--- src/rtl/rsv_pkg.sv ---
package rsv_pkg;
    localparam int unsigned DEF_TIMEOUT_CYCLES = 40_000_000;
    localparam int unsigned DEF_GLITCH_CYCLES  = 20;
    localparam int unsigned DEF_SYNC_STAGES    = 2;

    typedef enum logic {
        MR_DISARMED = 1'b0,
        MR_ARMED    = 1'b1
    } mr_arm_e;
endpackage

--- src/rtl/rsv_sync.sv ---
module rsv_sync #(
    parameter int unsigned STAGES    = 2,
    parameter logic        RESET_VAL = 1'b1
) (
    input  logic clk,
    input  logic rst_n,
    input  logic async_in,
    output logic sync_out
);
    typedef struct packed {
        logic [STAGES-1:0] chain;
    } sync_st_t;

    sync_st_t st_d, st_q;

    always_comb begin
        st_d = st_q;
        st_d.chain[0] = async_in;
        for (int i = 1; i < int'(STAGES); i++) begin
            st_d.chain[i] = st_q.chain[i-1];
        end
    end

    always_ff @(posedge clk or negedge rst_n) begin
        if (!rst_n) begin
            st_q.chain <= {STAGES{RESET_VAL}};
        end else begin
            st_q <= st_d;
        end
    end

    assign sync_out = st_q.chain[STAGES-1];
endmodule

--- src/rtl/rsv_mr_filter.sv ---
module rsv_mr_filter
    import rsv_pkg::*;
#(
    parameter int unsigned GLITCH_CYCLES = DEF_GLITCH_CYCLES
) (
    input  logic clk,
    input  logic rst_n,
    input  logic pin_sync,
    input  logic self_drive,
    output logic mr_req
);
    localparam int unsigned LW = (GLITCH_CYCLES < 2) ? 1 : $clog2(GLITCH_CYCLES + 1);
    localparam logic [LW-1:0] LOW_LAST = LW'(GLITCH_CYCLES - 1);
    localparam logic [LW-1:0] LOW_SAT  = LW'(GLITCH_CYCLES);

    typedef struct packed {
        mr_arm_e         arm;
        logic [LW-1:0]   low_cnt;
    } filt_st_t;

    filt_st_t st_d, st_q;
    logic     req_c;

    always_comb begin
        st_d  = st_q;
        req_c = 1'b0;
        if (self_drive) begin
            // Pin low is our own doing: disarm and forget any low run.
            st_d.arm     = MR_DISARMED;
            st_d.low_cnt = '0;
        end else if (pin_sync) begin
            st_d.arm     = MR_ARMED;
            st_d.low_cnt = '0;
        end else begin
            if (st_q.low_cnt != LOW_SAT) begin
                st_d.low_cnt = st_q.low_cnt + 1'b1;
            end
            if (st_q.arm == MR_ARMED && st_q.low_cnt == LOW_LAST) begin
                req_c    = 1'b1;
                st_d.arm = MR_DISARMED;
            end
        end
    end

    always_ff @(posedge clk or negedge rst_n) begin
        if (!rst_n) begin
            st_q.arm     <= MR_DISARMED;
            st_q.low_cnt <= '0;
        end else begin
            st_q <= st_d;
        end
    end

    assign mr_req = req_c;
endmodule

--- src/rtl/rsv_timer.sv ---
module rsv_timer #(
    parameter int unsigned TIMEOUT_CYCLES = 40_000_000
) (
    input  logic clk,
    input  logic rst_n,
    input  logic supply_low,
    input  logic mr_req,
    output logic busy
);
    localparam int unsigned CW = (TIMEOUT_CYCLES < 2) ? 1 : $clog2(TIMEOUT_CYCLES);
    localparam logic [CW-1:0] CNT_LAST = CW'(TIMEOUT_CYCLES - 1);

    typedef struct packed {
        logic          busy;
        logic [CW-1:0] cnt;
    } tmr_st_t;

    tmr_st_t st_d, st_q;

    always_comb begin
        st_d = st_q;
        if (supply_low || mr_req) begin
            st_d.busy = 1'b1;
            st_d.cnt  = '0;
        end else if (st_q.busy) begin
            if (st_q.cnt == CNT_LAST) begin
                st_d.busy = 1'b0;
                st_d.cnt  = '0;
            end else begin
                st_d.cnt = st_q.cnt + 1'b1;
            end
        end
    end

    always_ff @(posedge clk or negedge rst_n) begin
        if (!rst_n) begin
            st_q.busy <= 1'b1;
            st_q.cnt  <= '0;
        end else begin
            st_q <= st_d;
        end
    end

    assign busy = st_q.busy;
endmodule

--- src/rtl/rsv_supervisor.sv ---
module rsv_supervisor
    import rsv_pkg::*;
#(
    parameter int unsigned TIMEOUT_CYCLES = DEF_TIMEOUT_CYCLES,
    parameter int unsigned GLITCH_CYCLES  = DEF_GLITCH_CYCLES,
    parameter int unsigned SYNC_STAGES    = DEF_SYNC_STAGES
) (
    input  logic clk,
    input  logic rst_n,
    input  logic supply_low,
    input  logic mr_pin_in,
    output logic pin_pull_low,
    output logic sys_rst
);
    logic pin_sync;
    logic mr_req;
    logic tmr_busy;
    logic rst_c;

    rsv_sync #(
        .STAGES    (SYNC_STAGES),
        .RESET_VAL (1'b1)
    ) sync_i (
        .clk      (clk),
        .rst_n    (rst_n),
        .async_in (mr_pin_in),
        .sync_out (pin_sync)
    );

    rsv_mr_filter #(
        .GLITCH_CYCLES (GLITCH_CYCLES)
    ) filt_i (
        .clk        (clk),
        .rst_n      (rst_n),
        .pin_sync   (pin_sync),
        .self_drive (rst_c),
        .mr_req     (mr_req)
    );

    rsv_timer #(
        .TIMEOUT_CYCLES (TIMEOUT_CYCLES)
    ) tmr_i (
        .clk        (clk),
        .rst_n      (rst_n),
        .supply_low (supply_low),
        .mr_req     (mr_req),
        .busy       (tmr_busy)
    );

    // Supply-low asserts reset without waiting for an edge.
    assign rst_c        = supply_low | tmr_busy;
    assign sys_rst      = rst_c;
    assign pin_pull_low = rst_c;
endmodule

--- config.mk ---
export PLATFORM = sky130hd
export DESIGN_NAME = rsv_supervisor
export DESIGN_NICKNAME = d
export VERILOG_FILES = /design/src/rtl/rsv_pkg.sv /design/src/rtl/rsv_sync.sv /design/src/rtl/rsv_mr_filter.sv /design/src/rtl/rsv_timer.sv /design/src/rtl/rsv_supervisor.sv
export SDC_FILE = /design/constraint.sdc
export NUM_CORES = 1
export LEC_CHECK = 0
export BUFFER_PORTS_ARGS = -buffer_cell sky130_fd_sc_hd__buf_2
export CORE_UTILIZATION = 30
export DETAILED_ROUTE_END_ITERATION = 8
export GPL_TIMING_DRIVEN = 0
export PLACE_DENSITY = 0.46
export SLEW_MARGIN = 20
export SYNTH_ARGS = -nofsm -noshare
export SYNTH_HDL_FRONTEND = slang
export SYNTH_HIERARCHICAL = 1
export SYNTH_SLANG_ARGS = --single-unit
--- constraint.sdc ---
create_clock -name clk -period 5.3 [get_ports clk]
set_clock_uncertainty 0.1 [all_clocks]
set_input_delay 1.59 -clock clk [delete_from_list [all_inputs] [get_ports clk]]
set_output_delay 1.59 -clock clk [all_outputs]
set_load 0.03 [all_outputs]
After elaboration in Yosys (flattened, before gate mapping) --
Cells that the tools add are included.
Word-level totals: register bits after elaboration 35, input port bits 4, output and inout bits 2, word-level logic and storage cells 27
Cells by class: add/subtract/negate cells 2, eq/ne operators 3, muxes and demuxes 11, bitwise logic cells 1, reductions and logical operators 5
Operators by type and width (count):
- 27-bit two-way mux | 2
- 26-bit by 1-bit adder with 26-bit output (second input constant) | 1
- 26-bit == test (second input constant) | 1
- 26-bit two-way mux | 1
- 6-bit two-way mux | 2
- 3-bit nonzero test | 2
- 5-bit by 1-bit adder with 5-bit output (second input constant) | 1
- 5-bit == test (second input constant) | 1
- 1-bit two-way mux | 5
- 5-bit two-way mux | 1
- 5-bit != test (second input constant) | 1
- 2-bit nonzero test | 1
- 1-bit logical AND | 1
- 1-bit logical OR | 1
- 1-bit bitwise OR | 1

Depth between registers and ports, before layout --
Gate-level depths: netlist of run 1.
word-level depth 7, gate-level depth with buffers 8

Cells and area by module --
The synthesis of run 1 kept the hierarchy.
Modules (own cells, without submodules):
- rsv_timer | instances 1, cells each 184, area each 1631.6 um^2
- rsv_mr_filter | instances 1, cells each 30, area each 319.1 um^2
- rsv_sync | instances 1, cells each 2, area each 52.6 um^2
- rsv_supervisor | instances 1, cells each 2, area each 13.8 um^2

Worst setup path before layout of run 1 --
Ideal clock, no wire load.
kind input -> output, from in supply_low, to out sys_rst, data arrival time 2.201 ns, path slack 1.409 ns, stages 2, cells stage by stage or2_1 > buf_4
Between the ends: cells in the longest elaborated chain, start to end 1
RTL lines:
- start, declared | RTL line rsv_supervisor.sv:10 | input logic supply_low,
- 1-bit bitwise OR | RTL line rsv_supervisor.sv:51 | assign rst_c = supply_low | tmr_busy;
- end, declared | RTL line rsv_supervisor.sv:13 | output logic sys_rst
Every way passes these cells.

Worst setup path after layout of run 1 --
Same ends and word-level chain as after synthesis.

==> results_dict.tcl, run 1 <==
set metrics [dict create \
    slew_headroom_pct 45.9 \
    clock.fmax_ghz 0.248 \
    initial_utilization_pct 31.4 \
    cp_top_family "buffers and inverters" \
    worst_hold_path_type "register to register" \
    yosysWarnings 6 \
    grt_pass1_wl_um 8780 \
    postSynthAreaPerCell_sq_um 9.25 \
    drt-wirelength-per-cell_um 16.1 \
    slowest_stage "or2_1" \
    track_usage_pct 15.9 \
    synth_top_area_cell "dfrtp_1" \
    ir_drop_uv 137 \
    period_minus_slack_ps 4030 \
    syn_inst 218 \
    ys_seq_elements 35 \
    final_common_cell "dfrtp_1" \
    synth-simple-area-share_pct 30.6 \
    synthAdderAreaFrac_pct 1.86 \
    gr-usage-met1_pct 21.5 \
    grt_pass1_vias 1752 \
    synth_edf_count 0 \
    leakagePower_nw 0.933 \
    cp_max_fo 7 \
    worstRegToRegCells 8 \
    async_flop_share_pct 100 \
    grt-busiest-layer "met2" \
    pre_cts_slack_ps 1260 \
    final_nets 237 \
    cts_tree "yes" \
    post-route-period-util_pct 76.1 \
    clkTransAtPathRegs_ps 80 \
    post_cts_resized 0 \
    synth_nets 225 \
    via_per_inst 5.52 \
    critPathMaxStageDelay_ps 300 \
    hold_viol_final 0 \
    portBuffers 5 \
    area_delta_synth_final_pct 13.0 \
    min_path_cells 0 \
    die-height_um 84.0 \
    powerDensity_nw_per_um2 270 \
    setup_violations 0 \
    cts.sinks 35 \
    cts_buffer_depth 2 \
    place_inst 300 \
    cts_root_buffer "clkbuf_8" \
    worst_pin_slew_ps 807 \
    critPathKind "primary input to output port" \
    pwr-share-clk_pct 47.5 \
    synth_xor_area_share_pct 1.30 \
    cp_data_arrival_time_ps 2340 \
    final_cell_mix "32 x dfrtp_1, 27 x nand2_1, 17 x nand3_1, 17 x a31oi_1, 13 x nor2_1" \
    netlist_area_sq_um 2020 \
    via_count 1699 \
    start_kind "primary input" \
    place_congestion 0.776 \
    first_pass_iters 4 \
    drive_gt1_share_pct 15.2 \
    status "complete, no violations" \
    slew_violations 0 \
    synth.distinct_cells 52 \
    grt_max_degree 36 \
    rsz0062_at_grt "no" \
    die-width_um 84.0 \
    post_cts_buffers 0 \
    ios 6 \
    grtUsageMet3_pct 2.77 \
    synthMuxAreaShare_pct 0.558 \
    synth_ff_type "dfrtp_1" \
    coreArea_sq_um 6420 \
    switching_power_mw 0.138 \
    dp_hpwl_um 3500 \
    synth_top_family_by_area "simple AND/OR/NAND/NOR gates" \
    comb_power_share_pct 5.5 \
    clock_latency_ps 290 \
    drtIter0Drc 94 \
    layout.cells.non_filler 308 \
    synth_top_area_share_pct 39.7 \
    die_area_sq_um 7060 \
    row_count 29 \
    gr-total-overflow 0 \
    p_int_mw 0.478 \
    grt_antenna_before_repair 0 \
    cts_buffers 5 \
    setup.worst_path.end_class "output port" \
    p_sw_share_pct 22.5 \
    crit_path_frequent_cell "buf_2" \
    wirelength_um 4950 \
    synthTopCellsByArea "dfrtp_1 40%, a31oi_1 5.3%, nand2_1 5.0%, nand3_1 4.2%, dfstp_2 3.9%" \
    synth_compound_area_share_pct 18.0 \
    seq_area_frac_synth_pct 43.6 \
    drcViolationCount 0 \
    worst_slack_ps 1270 \
    use_met2_pct 24.8 \
    p_seq_share_pct 47.0 \
    path_buf_inv 3 \
    path_depth 4 \
    worstPathRequired_ps 3610 \
    finalSetupTns_ps 0 \
    htree_num_levels 2 \
    worstPathCellList "buf_2, or2_1, buf_4, buf_2" \
    antenna-diode-count 0 \
    antenna_left 0 \
    drv_cap 0 \
    whs_ps 257 \
    hold_buffers 0 \
]
[logic make-up after synthesis]
kind of cell,count (synthesis)
compound gates,54
xor+xnor,3
fa+ha+maj,3
buf+inv,16
flops,35
mux,1
simple gates,106
[state kept, by name, summed over array words and instances (netlist names)]
register and count:
tmr_i/st_q 26, sync_i/st_q 2, tmr_i/busy 1, filt_i/st_q 6
[worst paths after layout]
path | from | end | slack (ps)
worst max-delay path | supply_low | sys_rst | 1270
worst min-delay path | sync_i/st_q[0] | sync_i/st_q[1] | 260
worst max register to register | tmr_i/busy | tmr_i/st_q[7] | 2530
worst min register to register | sync_i/st_q[0] | sync_i/st_q[1] | 260
max in group asynchronous | rst_n | tmr_i/st_q[25] | 3300
min in group asynchronous | rst_n | tmr_i/st_q[20] | 1290
[worst reg2reg max path: stages, from the launching register on]
cell,delay (ps)
dfstp_2,580
or2_1,240
nor2_1,150
and3_1,260
a2111oi_4,600
buf_6,240
buf_2,260
nand2_1,80
a31oi_1,180
[final cells by class]
cell class	instances	area, sq um
Buffer	8	52.6
Clock buffer	5	68.8
Clock inverter	3	67.6
Fill cell	672	4140
Inverter	8	30.0
Multi-Input combinational cell	167	1060
Sequential cell	35	880
Tap cell	77	96.3
Timing Repair Buffer	5	25.0
[power groups by stage]
stage	Sequential [mW]	Combinational, mW	Clock, mW
2_1_floorplan	0.292	0.0211	0
3_3_place_gp	0.295	0.0343	0
3_5_place_dp	0.294	0.0344	0
4_1_cts	0.289	0.0344	0.301
5_1_grt	0.292	0.0384	0.313
6_report	0.290	0.0336	0.293
[Yosys cell counts (all sizes together), types with 2 or more instances]
master / number
and4: 3
o21ai: 10
a41oi: 4
or4: 2
inv: 8
nand3b: 2
dfrtp: 32
or2b: 2
buf: 5
a31oi: 17
or2: 3
nand2b: 3
nor4b: 2
clkbuf: 3
and3: 8
ha: 3
nor4: 3
and2: 3
dfstp: 3
nand2: 27
nor2: 13
o22ai: 2
nand4b: 2
nand4: 5
xnor2: 2
nand3: 17
nor3: 7
a21oi: 12
[stage by stage]
step,util [%],power [mW],area [sq um]
after floorplan,-,0.313,2020
after global placement,33.3,0.329,2140
after detailed placement,33.4,0.329,2140
after CTS,35.5,0.625,2280
after global routing,35.5,0.643,2280
final,35.5,0.616,2280
[metal layers]
layer	vias up	share of wire [%]	routed length, um
met1	833	52	2570
met5	-	0	0
li1	840	-	-
met3	5	2.8	138
met2	21	44	2180
met4	0	1.1	56
(Power assumes the default switching activity.)
==> inputs of run 2 (changes only) <==
- ABC_AREA: default -> 1
- PLACE_DENSITY: 0.46 -> 0.48
- clock period: 5.3 -> 3.35 ns (I/O delays scaled with it)
==> results_dict.tcl, run 2 <==
set metrics [dict create \
    cp_max_fo 4 \
    drv_cap 0 \
    cts.sinks 35 \
    clock.fmax_ghz 0.366 \
    via_count 1776 \
    area_delta_synth_final_pct 10.4 \
    yosysMostFrequentCell "nand2_1" \
    critPathMaxStageDelay_ps 180 \
    seq_area_frac_synth_pct 39.1 \
    slew_headroom_pct 47.5 \
    worstPathCellList "buf_2, inv_1, nand2_1, buf_4, buf_2" \
    synth_edf_count 0 \
    antenna-diode-count 0 \
    worst_hold_path_type "register to register" \
    register_area_sq_um 880 \
    place_congestion 0.818 \
    syn_inst 292 \
    cp_data_arrival_time_ps 1630 \
    netlist_area_sq_um 2250 \
    final_cell_mix "79 x nand2_1, 37 x nor2_1, 33 x inv_1" \
    slew_violations 0 \
    rsz0062_at_grt "no" \
    hold_viol_final 0 \
    post_cts_buffers 0 \
    final_nets 311 \
    layout.cells.non_filler 404 \
    setup_violations 0 \
    async_flop_share_pct 100 \
    reg2reg_slack_ps 1070 \
    setup.worst_path.end_class "output port" \
    clock_latency_ps 290 \
    die-height_um 88.6 \
    antenna_left 0 \
    worst_pin_slew_ps 788 \
    synth_nets 299 \
    cts_root_buffer "clkbuf_8" \
    grt_antenna_before_repair 0 \
    first_pass_iters 4 \
    drive_gt1_share_pct 19.7 \
    critPathKind "primary input to output port" \
    pre_cts_slack_ps 290 \
    postSynthAreaPerCell_sq_um 7.70 \
    finalSetupTns_ps 0 \
    placed_area_sq_um 2400 \
    start_kind "primary input" \
    synthTopCellsByArea "dfrtp_1 36%, nand2_1 13%, nor2_1 6.2%, xor2_1 5.8%, nand3_1 5.8%" \
    row_count 31 \
    cts_buffer_depth 2 \
    cts_buffers 5 \
    cts_tree "yes" \
    largest_reg_flops 26 \
    synth.distinct_cells 30 \
    drtIter0Drc 125 \
    ios 6 \
    crit_path_frequent_cell "buf_2" \
    reg.largest.list "tmr_i/st_q (26), filt_i/st_q (6), sync_i/st_q (2)" \
    dp_hpwl_um 3490 \
    synth_top_area_share_pct 35.6 \
    whs_ps 260 \
    hold_buffers 0 \
    die_area_sq_um 7840 \
    htree_num_levels 2 \
    ir_drop_uv 128 \
    die-width_um 88.6 \
    ys_seq_elements 35 \
    place_inst 396 \
    drt-wirelength-per-cell_um 11.6 \
    multi_input_area_sq_um 1190 \
    track_usage_pct 13.7 \
    final_common_cell "nand2_1" \
    worst_slack_ps 618 \
    synth_ff_type "dfrtp_1" \
    p_total_mw 0.771 \
    final_util_pct 34.2 \
    clkTransAtPathRegs_ps 70 \
    post-route-period-util_pct 81.6 \
    worstPathRequired_ps 2240 \
    status "complete, no violations" \
    grt_pass1_wl_um 8170 \
    synthTopCellsByCount "79 x nand2_1, 37 x nor2_1, 33 x inv_1" \
    portBuffers 5 \
    initial_utilization_pct 31.0 \
    gr-total-overflow 0 \
    grt_pass1_vias 1674 \
    powerDensity_nw_per_um2 311 \
    post_cts_resized 0 \
    period_minus_slack_ps 2730 \
    yosysWarnings 6 \
    grt_max_degree 36 \
    via_per_inst 4.40 \
    fillCellCount 786 \
    drcViolationCount 0 \
    largest-register "tmr_i/st_q" \
    postLayoutCellArea_sq_um 2480 \
    leakagePower_nw 1.07 \
    wirelength_um 4690 \
    synth_top_area_cell "dfrtp_1" \
    coreArea_sq_um 7250 \
    slowest_stage "buf_2" \
]
-- run 2: critical path: cells and delay by family --
kind / cells / cell delay, ps
simple gates: 1 / 160
buf+inv: 4 / 470
-- run 2: power by group --
part | switching, mW | internal, mW | leakage, nW
logic | 0.0228 | 0.0104 | 0.548
registers | 0.00395 | 0.427 | 0.476
clock network | 0.161 | 0.145 | 0.0412
-- run 2: logic make-up (layout without fill, tap and decap cells) --
family	count (synthesis)	in the layout	synth area share, %
DFF	35	35	39.1
xor gates and xnor gates	17	17	6.62
adders and majority gates	3	3	1.67
and+or+nand+nor	173	173	36.8
AOI/OAI and AO/OA	23	23	7.90
buffers and inverters	41	54	7.90
-- run 2: cell type report --
cell class	instances	area share (%)
Inverter	38	5.85
Tap cell	99	4.99
Clock buffer	6	2.92
Sequential cell	35	35.4
Buffer	3	1.31
Timing Repair Buffer	5	1.01
Clock inverter	2	0.504
Multi-Input combinational cell	216	48.0
-- run 2: worst paths after layout --
check                                from             end  cells past startpoint
setup / recovery               supply_low         sys_rst                      5
hold / removal             sync_i/st_q[0]  sync_i/st_q[1]                      0
setup reg to reg               tmr_i/busy  tmr_i/st_q[13]                     12
hold reg to reg            sync_i/st_q[0]  sync_i/st_q[1]                      0
max in group asynchronous           rst_n   tmr_i/st_q[9]                      1
min in group asynchronous           rst_n  filt_i/st_q[4]                      1
-- run 2: layer usage --
| layer | vias to the layer above | track usage (%) | wire [um] |
|---|---|---|---|
| li1 | 934 | - | - |
| met1 | 814 | 19.5 | 2430 |
| met2 | 23 | 21.0 | 2090 |
| met3 | 5 | 3.36 | 135 |
| met4 | 0 | 3.08 | 34 |
| met5 | - | 0 | 0 |
